### src/rtl/dma_irq_pkg.sv
package dma_irq_pkg;
  // Word addresses; software depends on these.
  localparam int unsigned ADR_PEND   = 0;
  localparam int unsigned ADR_MASK   = 1;
  localparam int unsigned ADR_UNMASK = 2;
  localparam int unsigned ADR_DOMASK = 3;

  typedef enum logic [2:0] {
    SEL_NONE,
    SEL_PEND,
    SEL_MASK,
    SEL_UNMASK,
    SEL_DOMASK
  } reg_sel_e;
endpackage

### src/rtl/dma_irq_decode.sv
module dma_irq_decode
  import dma_irq_pkg::*;
#(
  parameter int unsigned NUM_SRC = 8,
  parameter int unsigned ADDR_W  = 4
) (
  input  logic               clk_i,
  input  logic               rst_ni,
  input  logic [ADDR_W-1:0]  addr_i,
  input  logic               we_i,
  input  logic [NUM_SRC-1:0] wdata_i,
  input  logic [NUM_SRC-1:0] pend_i,
  input  logic [NUM_SRC-1:0] mask_i,
  output logic [NUM_SRC-1:0] clr_bits_o,
  output logic [NUM_SRC-1:0] unmask_bits_o,
  output logic [NUM_SRC-1:0] domask_bits_o,
  output logic [NUM_SRC-1:0] rdata_o
);
  reg_sel_e sel;

  always_comb begin
    case (addr_i)
      ADDR_W'(ADR_PEND):   sel = SEL_PEND;
      ADDR_W'(ADR_MASK):   sel = SEL_MASK;
      ADDR_W'(ADR_UNMASK): sel = SEL_UNMASK;
      ADDR_W'(ADR_DOMASK): sel = SEL_DOMASK;
      default:             sel = SEL_NONE;
    endcase
  end

  // Write commands: data gated by strobe and selected address.
  always_comb begin
    clr_bits_o    = '0;
    unmask_bits_o = '0;
    domask_bits_o = '0;
    if (we_i) begin
      case (sel)
        SEL_PEND:   clr_bits_o    = wdata_i;
        SEL_UNMASK: unmask_bits_o = wdata_i;
        SEL_DOMASK: domask_bits_o = wdata_i;
        default:    ;
      endcase
    end
  end

  // Command addresses read as zero.
  always_comb begin
    case (sel)
      SEL_PEND: rdata_o = pend_i;
      SEL_MASK: rdata_o = mask_i;
      default:  rdata_o = '0;
    endcase
  end

  // at most one command vector is active in any cycle.
  a_r9_one_command: assert property (@(posedge clk_i) disable iff (!rst_ni)
    $onehot0({|clr_bits_o, |unmask_bits_o, |domask_bits_o}));
endmodule

### src/rtl/dma_irq_pending.sv
module dma_irq_pending #(
  parameter int unsigned NUM_SRC = 8
) (
  input  logic               clk_i,
  input  logic               rst_ni,
  input  logic [NUM_SRC-1:0] event_i,
  input  logic [NUM_SRC-1:0] clr_bits_i,
  output logic [NUM_SRC-1:0] pend_o
);
  logic [NUM_SRC-1:0] pend_q, pend_d;
  logic               pend_en;

  // The event term is ORed in last, so it wins over a clear.
  always_comb begin
    pend_en = (|event_i) | (|clr_bits_i);
    pend_d  = (pend_q & ~clr_bits_i) | event_i;
  end

  always_ff @(posedge clk_i or negedge rst_ni) begin
    if (!rst_ni)      pend_q <= '0;
    else if (pend_en) pend_q <= pend_d;
  end

  assign pend_o = pend_q;

  // every event seen at an edge is pending afterwards.
  a_r4_event_wins: assert property (@(posedge clk_i) disable iff (!rst_ni)
    (|event_i) |=> ((pend_q & $past(event_i)) == $past(event_i)));

  // a pending bit falls only where a one was written to clear it.
  a_r3_clear_only_by_write: assert property (@(posedge clk_i) disable iff (!rst_ni)
    1'b1 |=> ((($past(pend_q) & ~pend_q) & ~$past(clr_bits_i)) == '0));
endmodule

### src/rtl/dma_irq_mask.sv
module dma_irq_mask #(
  parameter int unsigned NUM_SRC = 8
) (
  input  logic               clk_i,
  input  logic               rst_ni,
  input  logic [NUM_SRC-1:0] unmask_bits_i,
  input  logic [NUM_SRC-1:0] domask_bits_i,
  output logic [NUM_SRC-1:0] mask_o
);
  logic [NUM_SRC-1:0] mask_q, mask_d;
  logic               mask_en;

  // The masking term is ORed in last, so it wins if both are set in one cycle.
  always_comb begin
    mask_en = (|unmask_bits_i) | (|domask_bits_i);
    mask_d  = (mask_q & ~unmask_bits_i) | domask_bits_i;
  end

  always_ff @(posedge clk_i or negedge rst_ni) begin
    if (!rst_ni)      mask_q <= '1;
    else if (mask_en) mask_q <= mask_d;
  end

  assign mask_o = mask_q;

  a_r5_unmask_clears: assert property (@(posedge clk_i) disable iff (!rst_ni)
    ((|unmask_bits_i) && !(|domask_bits_i)) |=> ((mask_q & $past(unmask_bits_i)) == '0));

  a_r6_domask_sets: assert property (@(posedge clk_i) disable iff (!rst_ni)
    (|domask_bits_i) |=> ((mask_q & $past(domask_bits_i)) == $past(domask_bits_i)));

  // without a command, the mask holds.
  a_r7_mask_holds: assert property (@(posedge clk_i) disable iff (!rst_ni)
    (!(|unmask_bits_i) && !(|domask_bits_i)) |=> $stable(mask_q));
endmodule

### src/rtl/dma_irq_regs.sv
module dma_irq_regs #(
  parameter int unsigned NUM_SRC = 8,
  parameter int unsigned ADDR_W  = 4
) (
  input  logic               clk_i,
  input  logic               rst_ni,
  input  logic [ADDR_W-1:0]  reg_addr_i,
  input  logic               reg_we_i,
  input  logic [NUM_SRC-1:0] reg_wdata_i,
  output logic [NUM_SRC-1:0] reg_rdata_o,
  input  logic [NUM_SRC-1:0] event_i,
  output logic               irq_o
);
  logic [NUM_SRC-1:0] pend, mask, clr_bits, unmask_bits, domask_bits;
  logic [NUM_SRC-1:0] live;

  dma_irq_decode #(.NUM_SRC(NUM_SRC), .ADDR_W(ADDR_W)) u_decode (
    .clk_i         (clk_i),
    .rst_ni        (rst_ni),
    .addr_i        (reg_addr_i),
    .we_i          (reg_we_i),
    .wdata_i       (reg_wdata_i),
    .pend_i        (pend),
    .mask_i        (mask),
    .clr_bits_o    (clr_bits),
    .unmask_bits_o (unmask_bits),
    .domask_bits_o (domask_bits),
    .rdata_o       (reg_rdata_o)
  );

  dma_irq_pending #(.NUM_SRC(NUM_SRC)) u_pending (
    .clk_i      (clk_i),
    .rst_ni     (rst_ni),
    .event_i    (event_i),
    .clr_bits_i (clr_bits),
    .pend_o     (pend)
  );

  dma_irq_mask #(.NUM_SRC(NUM_SRC)) u_mask (
    .clk_i         (clk_i),
    .rst_ni        (rst_ni),
    .unmask_bits_i (unmask_bits),
    .domask_bits_i (domask_bits),
    .mask_o        (mask)
  );

  for (genvar i = 0; i < NUM_SRC; i++) begin : g_live
    assign live[i] = pend[i] & ~mask[i];
  end

  assign irq_o = |live;

  // the line can rise only after an event or an unmask command.
  a_r8_irq_cause: assert property (@(posedge clk_i) disable iff (!rst_ni)
    $rose(irq_o) |-> ($past(|event_i) || $past(|unmask_bits)));

  // a mask command never drops a pending bit.
  a_r6_domask_keeps_pend: assert property (@(posedge clk_i) disable iff (!rst_ni)
    (|domask_bits) |=> ((pend & $past(pend)) == $past(pend)));
endmodule

### config.mk
export PLATFORM = sky130hd
export DESIGN_NAME = dma_irq_regs
export DESIGN_NICKNAME = d
export VERILOG_FILES = /design/src/rtl/dma_irq_pkg.sv /design/src/rtl/dma_irq_decode.sv /design/src/rtl/dma_irq_pending.sv /design/src/rtl/dma_irq_mask.sv /design/src/rtl/dma_irq_regs.sv
export SDC_FILE = /design/constraint.sdc
export NUM_CORES = 1
export LEC_CHECK = 0
export BUFFER_PORTS_ARGS = -buffer_cell sky130_fd_sc_hd__buf_4
export CAP_MARGIN = 20
export CELL_PAD_IN_SITES_DETAIL_PLACEMENT = 1
export CELL_PAD_IN_SITES_GLOBAL_PLACEMENT = 2
export CORE_UTILIZATION = 29
export DETAILED_ROUTE_END_ITERATION = 8
export GPL_ROUTABILITY_DRIVEN = 1
export PLACE_DENSITY_LB_ADDON = 0.05
export SLEW_MARGIN = 15
export SYNTH_ARGS = -nofsm -noshare
export SYNTH_HDL_FRONTEND = slang
export SYNTH_HIERARCHICAL = 1
export SYNTH_SLANG_ARGS = --single-unit
### constraint.sdc
create_clock -name clk_i -period 1.75 [get_ports clk_i]
set_clock_uncertainty 0.05 [all_clocks]
set_input_delay 0.35 -clock clk_i [delete_from_list [all_inputs] [get_ports clk_i]]
set_output_delay 0.35 -clock clk_i [all_outputs]
set_load 0.01 [all_outputs]
==> results.txt <==
After synthesis, the netlist uses 16 different library cells. In this run the tool buffered the top-level ports with 31 buffer cells. In the synthesized netlist, the cells that appear most often are sky130_fd_sc_hd__inv_1, sky130_fd_sc_hd__a21o_1, sky130_fd_sc_hd__and3_2. The die covers 3700 um2.

CTS saw 16 sinks. The relative max-transition margin came out at 71.2%. The insertion delay to the later sink of the worst-skew pair was 0.28 ns; the maximum number of pins on one net before global-route repair was 25. Once layout is complete, the cells apart from fillers number 195. The tools report the root buffer cell as sky130_fd_sc_hd__clkbuf_4. The number of cells on the critical path works out to 3. The first-pass iteration count of the detailed router came out at 3. After synthesis, flip-flops and latches occupy 40.9% of the total area. The analysis attributes to cell leakage a power of 0.782 nW. By area the synthesized netlist is led by sky130_fd_sc_hd__dfstp_2, sky130_fd_sc_hd__dfrtp_1, sky130_fd_sc_hd__a21o_1.

The post-route netlist has 45.7% of its cells at a drive strength greater than 1. The number of buffers created by CTS was 3. Among all flip-flop cells after synthesis, the most frequent one is sky130_fd_sc_hd__dfstp_2. The type of origin of the critical path is a flip-flop.

Using the TritonRoute via totals, the vias-per-cell ratio works out to 4.69. The number of flops mapped to enable cells by yosys is 0. The total routed wirelength came out at 2620 um. Global routing consumed, over all layers together, 15.4% of the routing resources. Among all cell types in the netlist, the one instantiated most often is sky130_fd_sc_hd__inv_1. The dominant delay contributor by cell family on the critical path is flip-flops.

The final route contains 915 vias. Height of the die: 60.8 um. The sum of overflow across all layers after global routing came out at 0. The area growth from synthesis to layout is 38.2%. For this block, the initial DRC count from the detailed router was 28. For the number of cells produced by synthesis, the log shows 110. The path class of the tightest hold or removal check is in2reg.

The checks that failed: negative setup slack. The completed layout was analyzed and its total power is 0.926 mW. The number of antenna violations at the first check in global routing was 0. Remaining antenna violation count after routing: 0. Yosys printed 6 warnings.

The share of async-settable or async-resettable flops after synthesis came out at 100%. TritonCTS built the clock tree. After detailed routing, the number of remaining DRC violations is 0. The number of H-tree levels is 1.

The run gives 1 as the final setup violation count. The area of the core was 3180 um2; the fraction of synthesized cell area taken by the top area cell type was 20.9%. The post-layout minimum cycle time was 1.98 ns; the cell area after synthesis was 1000 um2. The effective utilization at floorplan came out at 31.6%. For the placement row count, the log shows 20. After synthesis, the mean cell area works out to 9.12 um2.

In this run the power density over the cells is 668 nW/um2. In this design, the stage delay of the slowest critical-path cell is 0.56 ns. The first global-routing pass estimated 4080 um of wire. The critical path is of the reg2out type. Across the run, the number of max-cap violations was 0.

The cell with the largest stage delay on the worst path was sky130_fd_sc_hd__dfstp_2. In this run, synthesis produced a sequential element count of 16. Setup repair after global routing could not meet its margin everywhere. Measured on the finished design, the core utilization comes to 43.6%. The number of cells on the worst reg-to-reg path is 2, and the global placement routability congestion is 0.706.

On the final layout, the worst hold slack is 0.190 ns. For the setup slack of the critical path after layout, the log shows -0.226 ns. The HPWL after detailed placement is 1900 um. Buffer and inverter count on the worst path: 1. Static timing analysis puts the maximum clock frequency at 506 MHz.

Measured along the x axis, the die boundary spans 60.8 um. The repair_antennas step left the layout with diodes totalling 0. Fill cells in the final layout number 402.

For the pin with the worst max-slew slack, the measured transition is 0.432 ns. For the number of ports placed on the die boundary, the log shows 32. IR analysis of the VDD net gives a maximum drop of 276 uV. The final cycle utilization of the critical path came out at 113%.

The final layout contains 176 nets. The tools report the final number of max-transition violations as 0. Summed over all instances, the cell type with the most area after synthesis is sky130_fd_sc_hd__dfstp_2.

The number of instances in the placed design is 185, and the largest fanout on the critical path is 2. After detailed routing, the average wire length per cell comes to 13.4 um. The number of global-route vias before repair is 953, and the data arrival time at the worst-slack endpoint is 1.58 ns. The signal on the critical path passes through o22ai_2, or4_4, buf_6. For the data required time at the worst endpoint, the log shows 1.35 ns. Counting every net in the synthesized netlist gives 133. Clock-pin slew on the worst setup and hold paths: 0.09 ns. Critical path endpoint category: a primary output. The worst register-to-register path has a setup slack of 0.88 ns. The worst hold path passes through 2 cells. The run finished, with violations left. For the final routed database, the setup TNS stands at -0.226 ns.

The clock passes through at most 2 buffers. The tools report the number of failing hold endpoints at the final stage as 0.
## worst register-to-register path: stages, from the launching register on
cell                      delay, ns
sky130_fd_sc_hd__dfstp_2       0.56
sky130_fd_sc_hd__buf_4         0.12
sky130_fd_sc_hd__a21o_1        0.10
## state kept, by name, summed over array words and instances (netlist names)
register and cells:
u_mask/mask_o 8, u_pending/pend_o 8
## power breakdown
group | internal, mW | leakage [nW] | switching, mW
clock | 0.0797 | 0.0138 | 0.112
combinational | 0.149 | 0.613 | 0.100
sequential | 0.448 | 0.155 | 0.0365
## cell type report
type | count | area (um2) | area share [%]
Tap cell | 44 | 55.1 | 3.97
Multi-Input combinational cell | 66 | 487 | 35.1
Inverter | 24 | 90.1 | 6.50
Sequential cell | 16 | 410 | 29.6
Timing Repair Buffer | 42 | 322 | 23.2
Clock buffer | 3 | 22.5 | 1.62
## kinds of logic (layout without fill, tap and decap cells)
logic type / count (synthesis) / after routing / share of synthesized area (%)
compound gates: 20 / 20 / 14.5
flops: 16 / 16 / 40.9
buf+inv: 28 / 69 / 12.2
mux: 8 / 8 / 7.98
simple gates: 38 / 38 / 24.4
## placed cells by master (no fill, tap or decap)
| cell | count |
|---|---|
| sky130_fd_sc_hd__buf_4 | 40 |
| sky130_fd_sc_hd__inv_1 | 24 |
| sky130_fd_sc_hd__a21o_1 | 16 |
| sky130_fd_sc_hd__and3_2 | 13 |
| sky130_fd_sc_hd__and3_1 | 11 |
| sky130_fd_sc_hd__nor2_1 | 9 |
| sky130_fd_sc_hd__mux2i_1 | 8 |
| sky130_fd_sc_hd__dfstp_2 | 8 |
| sky130_fd_sc_hd__dfrtp_1 | 8 |
| sky130_fd_sc_hd__clkbuf_4 | 3 |
| sky130_fd_sc_hd__o22ai_2 | 2 |
| sky130_fd_sc_hd__o22ai_1 | 2 |
| sky130_fd_sc_hd__or4_4 | 1 |
| sky130_fd_sc_hd__dlygate4sd3_1 | 1 |
| sky130_fd_sc_hd__buf_6 | 1 |
| sky130_fd_sc_hd__or3_1 | 1 |
| sky130_fd_sc_hd__nor3b_4 | 1 |
| sky130_fd_sc_hd__nor2b_1 | 1 |
| sky130_fd_sc_hd__and2_0 | 1 |
## worst paths after layout
| check | start | end |
|---|---|---|
| max in group asynchronous | rst_ni | u_mask/mask_o[4] |
| worst min register to register | u_pending/pend_o[0] | u_pending/pend_o[0] |
| min in group asynchronous | rst_ni | u_pending/pend_o[3] |
| worst min-delay path | event_i[5] | u_pending/pend_o[5] |
| worst max-delay path | u_mask/mask_o[0] | irq_o |
| worst max register to register | u_mask/mask_o[4] | u_mask/mask_o[4] |
## through the flow
step | instance area [um2] | setup WS, ns
2_1_floorplan | 1000 | 0.203
3_3_place_gp | 1290 | 0.0574
3_5_place_dp | 1290 | 0.0382
4_1_cts | 1370 | -0.240
5_1_grt | 1390 | -0.289
6_report | 1390 | -0.226
## routing by layer
metal	track usage, %	wire length (um)	vias up
li1	-	-	446
met1	17.4	1140	449
met2	29.2	1360	18
met3	2.13	106	2
met4	5.84	15	0
met5	0	0	-
## timing repair
action,4_1_cts,5_1_grt
resized for setup,1,3
hold buffers,1,0
endpoints found under the setup margin,1,1
setup buffers,6,0
endpoints found under the hold margin,8,0
pin swaps,1,0
(Power assumes the default switching activity.)
